File: src/rtl/sdram_init_pkg.sv
package sdram_init_pkg;

    localparam logic [2:0] MODE_SELF   = 3'd0;
    localparam logic [2:0] MODE_NOP    = 3'd1;
    localparam logic [2:0] MODE_PRE    = 3'd2;
    localparam logic [2:0] MODE_MRS    = 3'd3;
    localparam logic [2:0] MODE_CBR    = 3'd6;
    localparam logic [2:0] MODE_NORMAL = 3'd7;

    localparam logic [2:0] REF_OFF   = 3'd0;
    localparam logic [2:0] REF_SLOW  = 3'd1;
    localparam logic [2:0] REF_FAST  = 3'd2;
    localparam logic [2:0] REF_BURST = 3'd7;

    localparam logic [31:0] CHECK_WORD = 32'h55AA_55AA;
    localparam int          MRS_OFFSET = 'h1D0;
    localparam int          ROW_SHIFT  = 25;

    typedef enum logic [3:0] {
        ST_IDLE, ST_PWRUP, ST_ROW, ST_NOP, ST_PRE, ST_CBR, ST_MRS,
        ST_NORM, ST_WR, ST_RD, ST_NEXT, ST_REFON, ST_DONE
    } seq_state_e;

endpackage

File: src/rtl/sdram_wait_timer.sv
module sdram_wait_timer #(
    parameter int W = 16
) (
    input  logic         clk,
    input  logic         rst_n,
    input  logic         restart,
    output logic [W-1:0] count
);
    always_ff @(posedge clk) begin
        if (!rst_n)
            count <= '0;
        else if (restart)
            count <= '0;
        else if (count != '1)
            count <= count + 1'b1;
    end
endmodule

File: src/rtl/sdram_ref_gen.sv
module sdram_ref_gen
    import sdram_init_pkg::*;
#(
    parameter int SLOW_CYC  = 2075,
    parameter int FAST_CYC  = 1037,
    parameter int BURST_CYC = 128
) (
    input  logic       clk,
    input  logic       rst_n,
    input  logic [2:0] sel,
    output logic       ref_req
);
    localparam int MAX_AB = (SLOW_CYC > FAST_CYC) ? SLOW_CYC : FAST_CYC;
    localparam int MAX_L  = (MAX_AB > BURST_CYC) ? MAX_AB : BURST_CYC;
    localparam int W      = $clog2(MAX_L + 1);

    logic [W-1:0] cnt;
    logic [W-1:0] limit;
    logic         en;

    always_comb begin
        en    = 1'b1;
        limit = '0;
        case (sel)
            REF_SLOW:  limit = W'(SLOW_CYC - 1);
            REF_FAST:  limit = W'(FAST_CYC - 1);
            REF_BURST: limit = W'(BURST_CYC - 1);
            default:   en    = 1'b0;
        endcase
    end

    always_ff @(posedge clk) begin
        if (!rst_n || !en)
            cnt <= '0;
        else if (cnt == limit)
            cnt <= '0;
        else
            cnt <= cnt + 1'b1;
    end

    assign ref_req = en && (cnt == limit);
endmodule

File: src/rtl/sdram_init_seq.sv
module sdram_init_seq
    import sdram_init_pkg::*;
#(
    parameter int NUM_ROWS      = 4,
    parameter int BND_W         = 7,
    parameter int PWRUP_CYC     = 26600,
    parameter int STEP_CYC      = 4,
    parameter int CBR_COUNT     = 8,
    parameter int REF_SLOW_CYC  = 2075,
    parameter int REF_FAST_CYC  = 1037,
    parameter int REF_BURST_CYC = 128
) (
    input  logic                          clk,
    input  logic                          rst_n,
    input  logic                          start,
    input  logic [NUM_ROWS*BND_W-1:0]     row_end,
    input  logic [31:0]                   rd_data,
    output logic [2:0]                    cmd_mode,
    output logic                          cmd_issue,
    output logic                          wr_en,
    output logic                          rd_en,
    output logic [BND_W+ROW_SHIFT-1:0]    addr,
    output logic [31:0]                   wr_data,
    output logic [2:0]                    ref_mode,
    output logic                          ref_req,
    output logic                          busy,
    output logic                          init_done,
    output logic                          mismatch
);
    localparam int ADDR_W = BND_W + ROW_SHIFT;
    localparam int IDX_W  = (NUM_ROWS > 1) ? $clog2(NUM_ROWS) : 1;
    localparam int T_MAX  = (PWRUP_CYC > STEP_CYC) ? PWRUP_CYC : STEP_CYC;
    localparam int CNT_W  = $clog2(T_MAX + 1);
    localparam int CBR_W  = $clog2(CBR_COUNT + 1);

    seq_state_e        state, nxt;
    logic [CNT_W-1:0]  tcount;
    logic              step_restart, cbr_again;
    logic [IDX_W-1:0]  row_idx;
    logic [BND_W-1:0]  row_start, row_stop;
    logic [CBR_W-1:0]  cbr_idx;
    logic              step_first, step_last, pwr_last, row_last, cbr_last;
    logic              accept, strobe;
    logic [ADDR_W-1:0] row_base;

    assign row_stop   = row_end[int'(row_idx)*BND_W +: BND_W];
    assign step_first = (tcount == '0);
    assign step_last  = (tcount == CNT_W'(STEP_CYC - 1));
    assign pwr_last   = (tcount == CNT_W'(PWRUP_CYC - 1));
    assign row_last   = (row_idx == IDX_W'(NUM_ROWS - 1));
    assign cbr_last   = (cbr_idx == CBR_W'(CBR_COUNT - 1));
    assign accept     = start && ((state == ST_IDLE) || (state == ST_DONE));
    assign row_base   = ADDR_W'(row_start) << ROW_SHIFT;

    // next-state selection
    always_comb begin
        nxt       = state;
        cbr_again = 1'b0;
        unique case (state)
            ST_IDLE, ST_DONE: if (start) nxt = ST_PWRUP;
            ST_PWRUP: if (pwr_last) nxt = ST_ROW;
            ST_ROW:   nxt = (row_stop > row_start) ? ST_NOP : ST_NEXT;
            ST_NOP:   if (step_last) nxt = ST_PRE;
            ST_PRE:   if (step_last) nxt = ST_CBR;
            ST_CBR: begin
                if (step_last) begin
                    if (cbr_last) nxt = ST_MRS;
                    else          cbr_again = 1'b1;
                end
            end
            ST_MRS:   if (step_last) nxt = ST_NORM;
            ST_NORM:  if (step_last) nxt = ST_WR;
            ST_WR:    if (step_last) nxt = ST_RD;
            ST_RD:    if (step_last) nxt = ST_NEXT;
            ST_NEXT:  nxt = row_last ? ST_REFON : ST_ROW;
            ST_REFON: nxt = ST_DONE;
            default:  nxt = ST_IDLE;
        endcase
    end

    assign step_restart = (nxt != state) || cbr_again;

    // state register
    always_ff @(posedge clk) begin
        if (!rst_n) state <= ST_IDLE;
        else        state <= nxt;
    end

    sdram_wait_timer #(.W(CNT_W)) u_timer (
        .clk     (clk),
        .rst_n   (rst_n),
        .restart (step_restart),
        .count   (tcount)
    );

    // row walk, refresh-count, refresh select and check result
    always_ff @(posedge clk) begin
        if (!rst_n) begin
            row_idx   <= '0;
            row_start <= '0;
            cbr_idx   <= '0;
            ref_mode  <= REF_OFF;
            mismatch  <= 1'b0;
        end else begin
            if (accept) begin
                row_idx   <= '0;
                row_start <= '0;
                ref_mode  <= REF_OFF;
                mismatch  <= 1'b0;
            end
            if (state == ST_NEXT) begin
                row_start <= row_stop;
                if (!row_last) row_idx <= row_idx + IDX_W'(1);
            end
            if (state == ST_PRE) cbr_idx <= '0;
            else if (cbr_again)  cbr_idx <= cbr_idx + CBR_W'(1);
            if ((state == ST_RD) && step_first && (rd_data != CHECK_WORD))
                mismatch <= 1'b1;
            if (state == ST_REFON) ref_mode <= REF_SLOW;
        end
    end

    // outputs
    always_comb begin
        cmd_mode  = MODE_NOP;
        cmd_issue = 1'b0;
        wr_en     = 1'b0;
        rd_en     = 1'b0;
        busy      = 1'b1;
        init_done = 1'b0;
        unique case (state)
            ST_IDLE: begin cmd_mode = MODE_SELF; busy = 1'b0; end
            ST_DONE: begin cmd_mode = MODE_NORMAL; busy = 1'b0; init_done = 1'b1; end
            ST_NOP:  cmd_issue = step_first;
            ST_PRE:  begin cmd_mode = MODE_PRE;    cmd_issue = step_first; end
            ST_CBR:  begin cmd_mode = MODE_CBR;    cmd_issue = step_first; end
            ST_MRS:  begin cmd_mode = MODE_MRS;    cmd_issue = step_first; end
            ST_NORM: begin cmd_mode = MODE_NORMAL; cmd_issue = step_first; end
            ST_WR:   begin cmd_mode = MODE_NORMAL; wr_en = step_first; end
            ST_RD:   begin cmd_mode = MODE_NORMAL; rd_en = step_first; end
            default: ;
        endcase
        strobe  = cmd_issue | wr_en | rd_en;
        addr    = '0;
        if (strobe)
            addr = (state == ST_MRS) ? (row_base + ADDR_W'(MRS_OFFSET)) : row_base;
        wr_data = wr_en ? CHECK_WORD : 32'h0;
    end

    sdram_ref_gen #(
        .SLOW_CYC  (REF_SLOW_CYC),
        .FAST_CYC  (REF_FAST_CYC),
        .BURST_CYC (REF_BURST_CYC)
    ) u_ref (
        .clk     (clk),
        .rst_n   (rst_n),
        .sel     (ref_mode),
        .ref_req (ref_req)
    );
endmodule

File: config.mk
export PLATFORM = sky130hd
export DESIGN_NAME = sdram_init_seq
export DESIGN_NICKNAME = d
export VERILOG_FILES = /design/src/rtl/sdram_init_pkg.sv /design/src/rtl/sdram_wait_timer.sv /design/src/rtl/sdram_ref_gen.sv /design/src/rtl/sdram_init_seq.sv
export SDC_FILE = /design/constraint.sdc
export NUM_CORES = 1
export LEC_CHECK = 0
export ABC_AREA = 1
export BUFFER_PORTS_ARGS = -buffer_cell sky130_fd_sc_hd__buf_2
export CORE_MARGIN = 1
export CORE_UTILIZATION = 51
export DETAILED_ROUTE_END_ITERATION = 6
export PLACE_DENSITY = 0.82
export SYNTH_ARGS = -nofsm -noshare
export SYNTH_HDL_FRONTEND = slang
export SYNTH_HIERARCHICAL = 1
export SYNTH_SLANG_ARGS = --single-unit
File: constraint.sdc
create_clock -name clk -period 3.2 [get_ports clk]
set_input_delay 0.16 -clock clk [delete_from_list [all_inputs] [get_ports clk]]
set_output_delay 0.16 -clock clk [all_outputs]
set_load 0.01 [all_outputs]
==> After elaboration in Yosys (flattened, before gate mapping) <==
Index checks and enable logic that the tools add are counted.
Widths: inputs -> output; s select.
{ "word_totals": {"regBits": 46, "in_bits": 63, "out_inout_bits": 77, "word_cells": 95} }
{ "op_classes": {"order_cmp": 1, "reduce_logical": 20, "addsub": 5, "n_mul": 1, "eq_ne": 20, "muxes": 36, "shift": 1, "n_bitwise": 3} }
{ "op_table": {"columns": ["operator", "count"], "rows": [
  ["$mux 32", 2],
  ["$mux 4", 12],
  ["$pmux 4 s12", 1],
  ["$add 32x9->32 const B", 1],
  ["$ne 32x31->1 const B", 1],
  ["$mux 31", 1],
  ["$shiftx 28x6->7", 1],
  ["$eq 4x3->1 const B", 5],
  ["$eq 4x4->1 const B", 5],
  ["$add 15x1->15 const B", 1],
  ["$eq 15x15->1 const B", 1],
  ["$eq 15x2->1 const B", 1],
  ["$logic_not 15->1", 1],
  ["$ne 15x15->1 const B", 1],
  ["$pmux 3 s5", 1],
  ["$mux 7", 2],
  ["$mux 1", 13],
  ["$add 12x1->12 const B", 1],
  ["$eq 12x12->1", 1],
  ["$mux 12", 1],
  ["$eq 4x2->1 const B", 2],
  ["$reduce_or 2->1", 4],
  ["$gt 7x7->1", 1],
  ["$mux 2", 3],
  ["other kinds (15)", 24]
]} }

==> Logic depth before layout (Yosys ltp) <==
Gate-level depths: netlist of run 1.
{ "logic_depth": {"ltp_word": 8, "mapped_depth": 21, "mapped_depth_nobuf": 19} }

==> Modules after synthesis <==
The synthesis of run 1 kept the hierarchy.
{ "by_module_without_submodules": {"columns": ["module", "area_per_inst_um2", "cells_each", "seq_area_each_um2", "instances"], "rows": [
  ["sdram_init_seq", 2257.2, 375, 380.4, 1],
  ["sdram_wait_timer", 827.0, 118, 300.3, 1],
  ["sdram_ref_gen", 754.5, 119, 240.2, 1]
]} }

==> Worst setup path before layout of run 1 <==
No wires, ideal clock.
{ "synth_timing": {"kind": "reg2reg", "from": "register row_idx[0]", "to": "register u_timer.count[2]", "required_ps": 3126, "setup_slack_ps": 616, "period_less_slack_ps": 2584, "n_path_buf": 2, "setup_ps": 74, "path_stages_with_launch": 20, "arrival_time_ps": 2510, "path_cell_list": "dfxtp_1 > inv_1 > clkbuf_1 > nor2_1 > o22ai_1 > ha_1 > a21oi_1 > nand2_1 > nand2_1 > nand2_1 > nand2_1 > nand2_1 > nand2_1 > nor2_1 > nor2_1 > nand4_1 > nor2_1 > inv_1 > clkbuf_1 > a31oi_1"} }
{ "synth_between": {"elab_chain_cells": 8, "word_cells_on_any_way": 10, "classes_between": "1 x mul; 1 x order compare; 2 x eq/ne; 1 x shift; 3 x mux; 2 x reduce/logical"} }
{ "synth_rtl": {"columns": ["item", "line_no", "rtl"], "rows": [
  ["from (decl)", "sdram_init_seq.sv:39", "logic [IDX_W-1:0] row_idx;"],
  ["from (signal assigned)", "sdram_init_seq.sv:113", "if (!row_last) row_idx <= row_idx + IDX_W'(1);"],
  ["$mul 2x3->5", "sdram_init_seq.sv:46", "assign row_stop = row_end[int'(row_idx)*BND_W +: BND_W];"],
  ["$shiftx 28x6->7", "sdram_init_seq.sv:46", null],
  ["$gt 7x7->1", "sdram_init_seq.sv:62", "ST_ROW: nxt = (row_stop > row_start) ? ST_NOP : ST_NEXT;"],
  ["$mux 4", "sdram_init_seq.sv:62", null],
  ["$pmux 4 s12 (*)", "sdram_init_seq.sv:59", "unique case (state)"],
  ["$ne 4x4->1 (*)", "sdram_init_seq.sv:81", "assign step_restart = (nxt != state) || cbr_again;"],
  ["$logic_or 1x1->1 (*)", "sdram_init_seq.sv:81", null],
  ["named net step_restart", "sdram_init_seq.sv:38", "logic step_restart, cbr_again;"],
  ["$reduce_or 2->1 (no line) (*)", null, null],
  ["to (signal assigned)", "sdram_wait_timer.sv:15", "count <= count + 1'b1;"],
  ["to (decl)", "sdram_wait_timer.sv:7", "output logic [W-1:0] count"]
]} }
The timed path passes the listed nets; every way through them passes the cells marked *.
A chain may end at the register's enable or synchronous reset.

==> Worst setup path after layout of run 1 <==
{ "layout_timing": {"from": "register row_idx[0]", "to": "register u_timer.count[6]"} }
Same word-level chain as after synthesis.

==> impl_metrics.csv, run 1 <==
group,metric,value,unit
outcome,outcome,"finished, final reports clean",
yosys,synth_top_area_share,0.240,
yosys,ys_ff_latch,46,
sta,finalSetupViolations,0,
yosys,ys_top_cells_by_count,"nand2_1 (129), inv_1 (91), nor2_1 (85), buf_4 (59), dfxtp_1 (46)",
critical_path,cp-end-kind,"register",
sta,finalCritPeriodShare,0.896,
yosys,synthFlopType,"dfxtp_1",
cts,cts_tree,"done",
yosys,synth.area.top_cells,"dfxtp_1 (24%), nand2_1 (13%), buf_4 (12%), inv_1 (8.9%), nor2_1 (8.3%)",
layout,nNetsFinal,777,
critical_path,critPathMaxFanout,14,
floorplan,fp.dieW,88.8,um
placed_design,gp_congestion,0.902,
critical_path,crit_type,"register to register",
yosys,syn-instance-count,612,
global_route,met2_usage,0.424,
power,powerDensity,283,nW/um^2
drt,drt-total-wl,8700,um
global_route,use_met3,0.0364,
power,ir_drop,0.197,mV
floorplan,coreArea,7250,um^2
sta,tns,0,ps
yosys,netlist_area,3840,um^2
layout,antennaDiodeCount,0,
yosys,synth_edf_count,0,
global_route,antenna_found_initial,0,
critical_path,setup.worst_path.end,"u_timer/count[6]",
cts,numClockSinks,46,
sta,hold_viol_final,0,
yosys,avgSynthCellArea,6.27,um^2
placed_design,numPortBuffers,100,
placed_design,dp_hpwl,7080,um
cts,cts_root_buf,"clkbuf_8",
critical_path,crit_start,"row_idx[0]",
layout,areaGrowthSynthToFinish,10.8,%
sta,rsz0062_at_grt,"false",
cts,clk_latency,300,ps
global_route,grt.busiest_layer,"met2",
power,power_leakage,0.00220,uW
sta,period_minus_slack,2870,ps
drt,drc,0,
critical_path,reg2regPathDepth,17,
cts,cts-buffers-inserted,5,
critical_path,r2r_start,"row_idx[0]",
cts,cts.clk_slew.worst_paths,90,ps
cts,clock_path_buffers,2,
yosys,ys_async_sr_fraction,0,
yosys,synth.distinct_cells,37,
yosys,synth_top_cell_by_area,"dfxtp_1",
critical_path,critPathLaunchType,"register",
sta,max_freq,0.349,GHz
global_route,grt_pass1_vias,3682,
drt,avgRoutedWirePerCell,10.9,um
yosys,synth_seq_area_share,0.240,
global_route,grt_pass1_wl,15000,um
sta,slew_headroom,0.430,
drt,vias,3924,
floorplan,io_pins,140,
drt,first_pass_iters,4,
placed_design,dp_slack,321,ps
hold_path,worst_hold_path_type,"input pin to register",
global_route,grt_max_degree,18,
global_route,overflow,0,
critical_path,r2r_slack,330,ps
sta,timing.final.ws_setup,333,ps
layout,drive_above_1_share,0.214,
drt,drt-vias-per-instance,4.90,
critical_path,worstPathRequired,3440,ps
global_route,grt_use_met1,0.292,
layout,num-fill-cells,718,
critical_path,timing.rr.end,"u_timer/count[6]",
drt,drtIter0Drc,162,
layout,utilization,0.586,
global_route,track_usage,0.239,
floorplan,die_area,7880,um^2
cts,htree_levels,2,
critical_path,arrival,3100,ps
yosys,yosysMostFrequentCell,"nand2_1",
floorplan,initial_core_util,0.529,
drt,drtAntennaViolNets,0,
sta,worst_pin_slew,852,ps
flow_run,maxCapViolCount,0,
floorplan,die-height,88.8,um
floorplan,row_count,31,
sta,fin_skew,13.1,ps
yosys,synth_warnings,6,
sta,final_max_slew_viol_count,0,
[where the power goes]
| group | switching [uW] | total, uW | leakage [uW] | internal (uW) |
|---|---|---|---|---|
| Clock | 190 | 357 | 0.0000431 | 167 |
| Combinational | 161 | 247 | 0.00179 | 85.9 |
| Sequential | 17.8 | 600 | 0.000371 | 582 |
| Total | 369 | 1200 | 0.00220 | 835 |
[flip-flops by register name, indices dropped and copies added (netlist names)]
name / cells
mismatch: 1
row_idx: 2
u_ref/cnt: 12
cbr_idx: 4
u_timer/count: 15
row_start: 7
ref_mode: 1
state: 4
[stage by stage]
stage          hold WS, ps  power, uW  instance area, um^2  std cells
6_report               154       1200                 4250        801
5_1_grt                153       1270                 4250        801
4_1_cts                151       1210                 4250        801
3_5_place_dp           456        857                 4170        795
3_3_place_gp           454        850                 4170        795
2_1_floorplan          258        808                 4020        660
[kinds of logic (layout without fill, tap and decap cells)]
logic type,after synthesis,in the layout,share of synthesized area
other,1,49,0.000977
xor gates and xnor gates,13,13,0.0297
DFF,46,46,0.240
and+or+nand+nor,318,318,0.387
buffers and inverters,163,205,0.221
AOI/OAI and AO/OA,60,60,0.0854
adders and majority gates,11,11,0.0359
[worst max-delay path: stages, from the launching register on]
cell,delay (ps)
dfxtp_1,480
inv_1,240
o21ai_0,220
o22ai_1,110
ha_1,320
a21oi_1,160
nand2_1,60
nand2_1,50
nand2_1,60
nand2_1,60
nand2_1,70
nand2_1,90
nor2_1,40
nor2_1,80
nand4_1,100
nor2_1,300
inv_2,180
a31oi_1,170
[final cells by class]
class	count	area, um^2	area share
sequential	46	921	0.217
multi-input combinational	451	2250	0.529
tap	99	124	0.0291
inverter	98	369	0.0868
clock buffer	6	82.6	0.0194
timing repair buffer	101	508	0.119
[how the worst min path moves through the flow]
stage / from / to / cells past startpoint / slack [ps]
after detailed placement: row_start[5] / row_start[5] / 2 / 460
after global routing: rst_n / state[2] / 3 / 150
after CTS: rst_n / state[2] / 3 / 150
after floorplan: rst_n / state[0] / 2 / 260
final: rst_n / state[2] / 3 / 150
after global placement: row_start[4] / row_start[4] / 2 / 450
[metal layers]
layer | part of all wire | vias up
met4 | 0.013 | 0
met5 | 0 | -
met1 | 0.45 | 1773
met3 | 0.055 | 12
li1 | - | 2003
met2 | 0.48 | 136
[timing repair]
| item | 4_1_cts | 5_1_grt |
|---|---|---|
| gates resized for setup | 0 | 1 |
| hold buffers | 0 | 0 |
| setup buffers | 0 | 0 |
| setup endpoints to repair | 0 | 10 |
[cell usage in the layout (no fill, tap or decap), types with 9 or more instances in the layout]
cell type	n
dfxtp_1	46
xor2_1	9
nor2_1	85
inv_1	90
a21oi_1	22
buf_2	100
o21ai_0	20
nand4_1	16
conb_1	49
nand3_1	34
nand2_1	129
ha_1	11
(Power assumes the default switching activity.)
==> inputs of run 2 (changes only) <==
==> constraint.sdc (replaced) <==
create_clock -name clk -period 2.9 [get_ports clk]
set_input_delay 0.145 -clock clk [delete_from_list [all_inputs] [get_ports clk]]
set_output_delay 0.145 -clock clk [all_outputs]
set_load 0.01 [all_outputs]
==> impl_metrics.csv, run 2 (synthesis gave the netlist of run 1 again) <==
group,metric,value,unit
global_route,track_usage,0.231,
sta,final_max_slew_viol_count,0,
critical_path,arrival,2830,ps
sta,worst_pin_slew,864,ps
drt,first_pass_iters,5,
sta,tns,0,ps
layout,final_cell_mix,"nand2_1 (129), buf_2 (100), inv_1 (89)",
floorplan,initial_core_util,0.529,
layout,top_register,"u_timer/count",
critical_path,critPathMaxFanout,11,
cts,holdBufCountCts,0,
power,powerDensity,306,nW/um^2
drt,drc,0,
global_route,grt_pass1_vias,3562,
drt,drtAntennaViolNets,0,
layout,nNetsFinal,782,
placed_design,dp_hpwl,6960,um
layout,areaGrowthSynthToFinish,11.9,%
cts,cts_root_buf,"clkbuf_8",
power,comb_power_share,0.215,
drt,vias,3945,
floorplan,die-height,88.8,um
layout,reg_top3,"u_timer/count (15), u_ref/cnt (12), row_start (7)",
cts,clk_latency,300,ps
power,swShare,0.311,
sta,slew_headroom,0.422,
layout,layout_commonest_cell,"nand2_1",
drt,drt-total-wl,8700,um
placed_design,gp_congestion,0.904,
floorplan,io_pins,140,
drt,drt-vias-per-instance,4.89,
layout,stdcell_area,4300,um^2
sta,fin_skew,9.27,ps
layout,drive_above_1_share,0.225,
global_route,grt_max_degree,18,
power,p_int,908,uW
layout,seqCellArea,923,um^2
power,ir_drop,0.173,mV
layout,num-fill-cells,697,
outcome,outcome,"finished, final reports clean",
sta,max_freq,0.384,GHz
layout,multiInputGateArea,2260,um^2
layout,largest_reg_flops,15,
hold_path,worst_hold_path_type,"input pin to register",
critical_path,worstPathRequired,3130,ps
critical_path,critPathLaunchType,"register",
sta,finalSetupViolations,0,
floorplan,row_count,31,
power,power_leakage,0.00222,uW
placed_design,numPortBuffers,100,
power,p_seq_frac,0.502,
critical_path,cp-end-kind,"register",
floorplan,fp.dieW,88.8,um
floorplan,die_area,7880,um^2
critical_path,crit_type,"register to register",
drt,avgRoutedWirePerCell,10.8,um
cts,cts_tree,"done",
global_route,overflow,0,
placed_design,dpl_cell_area,4180,um^2
power,clockPowerShare,0.283,
cts,clock_path_buffers,2,
sta,timing.final.ws_setup,298,ps
flow_run,maxCapViolCount,0,
floorplan,coreArea,7250,um^2
cts,htree_levels,2,
power,totalPowerFinal,1320,uW
layout,antennaDiodeCount,0,
cts,cts.clk_slew.worst_paths,80,ps
placed_design,dp_slack,243,ps
global_route,grt_pass1_wl,14500,um
cts,numClockSinks,46,
drt,drtIter0Drc,229,
sta,finalCritPeriodShare,0.897,
global_route,antenna_found_initial,0,
sta,hold_viol_final,0,
cts,cts-buffers-inserted,5,
sta,period_minus_slack,2600,ps
sta,rsz0062_at_grt,"false",
power,p_switching,409,uW
## run 2: cell types whose count changed in the layout (fill, tap and decap cells not counted), sizes merged
| cell | previous run | this run |
|---|---|---|
| buf | 101 | 105 |
| clkbuf | 6 | 8 |
| clkinvlp | 0 | 1 |
| inv | 97 | 96 |
## run 2: power groups by stage
stage	clock network, uW	registers, uW	logic, uW
after floorplan	0	670	222
after detailed placement	0	675	275
final	373	660	283
after CTS	386	660	276
after global placement	0	675	266
after global routing	409	663	322
## run 2: timing repair
item / CTS / global route
gates resized for setup: 0 / 6
endpoints found under the setup margin: 0 / 11
setup buffers: 0 / 4
## run 2: layer usage
layer  share of wire  track usage  vias up  wire length [um]
met5               0            0        -                 0
met4           0.010       0.0704        0                88
met3           0.065       0.0382       11               564
met2            0.49        0.424      149              4280
met1            0.43        0.276     1765              3770
li1                -            -     2020                 -
## run 2: area by class of cell
type	instances	share of cell area
clock buffers	7	0.0178
well taps	99	0.0288
repair buffers	106	0.126
multi-input cells	451	0.525
flip-flops and latches	46	0.215
inverters	98	0.0868
## run 2: stage by stage
step,hold WS [ps],instances,util
after floorplan,243,660,-
after global placement,453,796,0.576
after detailed placement,458,796,0.576
after CTS,136,803,0.587
after global routing,146,807,0.592
final,149,807,0.592
## run 2: critical path, cell delays in order (launching register included)
cell	delay (ps)
dfxtp_2	390
clkinvlp_4	150
clkbuf_2	160
buf_4	140
nor2_1	90
o22ai_1	120
ha_1	310
nand3_1	70
nand2_1	70
nand2_1	50
nand2_1	90
nand2_1	60
nand2_1	70
nand2_1	70
a21oi_1	140
nand4_1	130
nor2_2	160
inv_2	120
a31oi_1	160
## run 2: worst paths after layout
kind	startpoint	end	slack, ps	cells past startpoint
setup / recovery	row_idx[0]	u_timer/count[2]	300	18
hold / removal	rst_n	state[2]	150	3
setup reg to reg	row_idx[0]	u_timer/count[2]	300	18
hold reg to reg	row_start[5]	row_start[5]	470	2
==> inputs of run 3 (changes only) <==
--- a/config.mk
+++ b/config.mk
@@ -7,10 +7,13 @@
 export LEC_CHECK = 0
 export ABC_AREA = 1
 export BUFFER_PORTS_ARGS = -buffer_cell sky130_fd_sc_hd__buf_2
+export CELL_PAD_IN_SITES_DETAIL_PLACEMENT = 0
+export CELL_PAD_IN_SITES_GLOBAL_PLACEMENT = 1
 export CORE_MARGIN = 1
-export CORE_UTILIZATION = 51
+export CORE_UTILIZATION = 34
 export DETAILED_ROUTE_END_ITERATION = 6
-export PLACE_DENSITY = 0.82
+export PLACE_DENSITY_LB_ADDON = 0.1
+export SLEW_MARGIN = 20
 export SYNTH_ARGS = -nofsm -noshare
 export SYNTH_HDL_FRONTEND = slang
 export SYNTH_HIERARCHICAL = 1
==> impl_metrics.csv, run 3 (synthesis gave the netlist of run 1 again) <==
group,metric,value,unit
sta,tns,0,ps
critical_path,max_stage_delay,370,ps
critical_path,cp_cell_sequence,"clkinvlp_4, o21ai_1, o22ai_2, ha_1, nand2_1, inv_1, a21oi_1, nand2_1, nand2_1, nand2_1, nand2_1, nor2_1, nor2_1, nand4_1, nor2_1, inv_2, a31oi_1",
sta,finalCritPeriodShare,0.902,
power,comb_power_share,0.175,
cts,cts.clk_slew.worst_paths,70,ps
sta,fin_skew,6.27,ps
layout,areaGrowthSynthToFinish,15.2,%
power,swShare,0.285,
flow_run,maxCapViolCount,0,
placed_design,dp_hpwl,7660,um
global_route,grt_pass1_vias,3509,
cts,numClockSinks,46,
critical_path,timing.rr.end,"u_timer/count[6]",
layout,top_register,"u_timer/count",
power,p_seq_frac,0.411,
floorplan,initial_core_util,0.351,
layout,nNetsFinal,780,
drt,drtAntennaViolNets,0,
cts,htree_levels,2,
floorplan,die_area,11700,um^2
drt,drc,0,
power,p_int,1150,uW
critical_path,worstPathRequired,3120,ps
global_route,antenna_found_initial,0,
cts,cts_tree,"done",
critical_path,path_common_cell,"nand2_1",
layout,layout_commonest_cell,"nand2_1",
drt,drt-total-wl,9370,um
hold_path,holdPathStages,3,
power,p_switching,459,uW
floorplan,fp.dieW,108,um
cts,clock_path_buffers,2,
floorplan,row_count,38,
power,totalPowerFinal,1610,uW
placed_design,dpl_cell_area,4240,um^2
layout,utilization,0.404,
power,clockPowerShare,0.414,
sta,finalSetupViolations,0,
critical_path,r2r_slack,280,ps
hold_path,worst_hold_path_type,"input pin to register",
layout,final_cell_mix,"nand2_1 (129), buf_2 (100), inv_1 (88)",
global_route,grt_pass1_wl,15800,um
critical_path,critPathLaunchType,"register",
cts,holdBufCountCts,0,
layout,reg_top3,"u_timer/count (15), u_ref/cnt (12), row_start (7)",
layout,drive_above_1_share,0.223,
critical_path,critPathMaxFanout,12,
drt,first_pass_iters,4,
drt,drt-vias-per-instance,4.51,
power,powerDensity,364,nW/um^2
global_route,grt_max_degree,18,
global_route,overflow,0,
placed_design,gp_congestion,0.804,
layout,stdcell_area,4420,um^2
cts,clk_latency,290,ps
critical_path,cp-end-kind,"register",
power,ir_drop,0.251,mV
critical_path,r2r_start,"row_idx[0]",
critical_path,reg2regPathDepth,17,
cts,cts_root_buf,"clkbuf_16",
hold_path,holdPathEnd,"state[2]",
drt,drtIter0Drc,136,
layout,antennaDiodeCount,0,
placed_design,numPortBuffers,100,
floorplan,die-height,108,um
global_route,track_usage,0.169,
power,power_leakage,0.00226,uW
hold_path,hp-start,"rst_n",
floorplan,coreArea,10900,um^2
outcome,outcome,"finished, final reports clean",
critical_path,critPathSlowestCell,"dfxtp_1",
sta,hold_viol_final,0,
floorplan,io_pins,140,
layout,largest_reg_flops,15,
drt,avgRoutedWirePerCell,11.1,um
critical_path,crit_type,"register to register",
sta,final_max_slew_viol_count,0,
cts,cts-buffers-inserted,5,
sta,rsz0062_at_grt,"false",
critical_path,arrival,2830,ps
sta,max_freq,0.382,GHz
drt,vias,3821,
sta,period_minus_slack,2620,ps
run 3: cell count changes in the layout (fill, tap and decap cells not counted), moves of 2 or more:
cell / delta
clkbuf_1: -2
dfxtp_2: -2
clkbuf_16: +5
clkbuf_8: -5
dfxtp_1: +2
run 3: per-stage QoR:
| stage | hold WS, ps | cells | setup WS (ps) |
|---|---|---|---|
| 2_1_floorplan | 243 | 660 | 316 |
| 3_3_place_gp | 452 | 838 | 371 |
| 3_5_place_dp | 459 | 838 | 267 |
| 4_1_cts | 175 | 846 | 260 |
| 5_1_grt | 198 | 847 | 40.1 |
| 6_report | 177 | 847 | 284 |
run 3: final cells by class:
class | count | area, um^2
fillers | 1217 | 6510
flip-flops and latches | 46 | 921
clock buffers | 5 | 125
well taps | 140 | 175
multi-input cells | 451 | 2250
clock inverters | 3 | 43.8
repair buffers | 104 | 531
inverters | 98 | 373
run 3: worst max-delay path by stage:
stage                     startpoint               end  cells past startpoint
after floorplan           row_idx[0]  u_timer/count[2]                     19
after global placement    row_idx[1]  u_timer/count[5]                     16
after detailed placement  row_idx[1]  u_timer/count[6]                     16
after CTS                 row_idx[1]  u_timer/count[6]                     16
after global routing      row_idx[0]  u_timer/count[6]                     17
final                     row_idx[0]  u_timer/count[6]                     17
run 3: critical path, delay by kind of cell (launching register included):
kind | cells | cell delay (ps)
simple gates | 9 | 800
compound gates | 4 | 670
buf+inv | 3 | 380
flops | 1 | 370
fa+ha+maj | 1 | 290
run 3: repair_timing:
action                                  in CTS  in global routing
gates resized for setup                      0                  5
hold endpoints to repair                     0                  0
endpoints found under the setup margin       0                 11
setup buffers                                0                  1
run 3: power by group through the flow:
stage | Sequential [uW] | Clock (uW) | Combinational [uW]
2_1_floorplan | 670 | 0 | 222
3_3_place_gp | 675 | 0 | 281
3_5_place_dp | 676 | 0 | 280
4_1_cts | 661 | 695 | 282
5_1_grt | 664 | 718 | 320
6_report | 661 | 666 | 281
run 3: routing by layer:
layer	vias up	track usage	part of all wire
li1	2020	-	-
met1	1694	0.220	0.48
met2	103	0.289	0.47
met3	4	0.0247	0.046
met4	0	0.0463	0.0083
met5	-	0	0
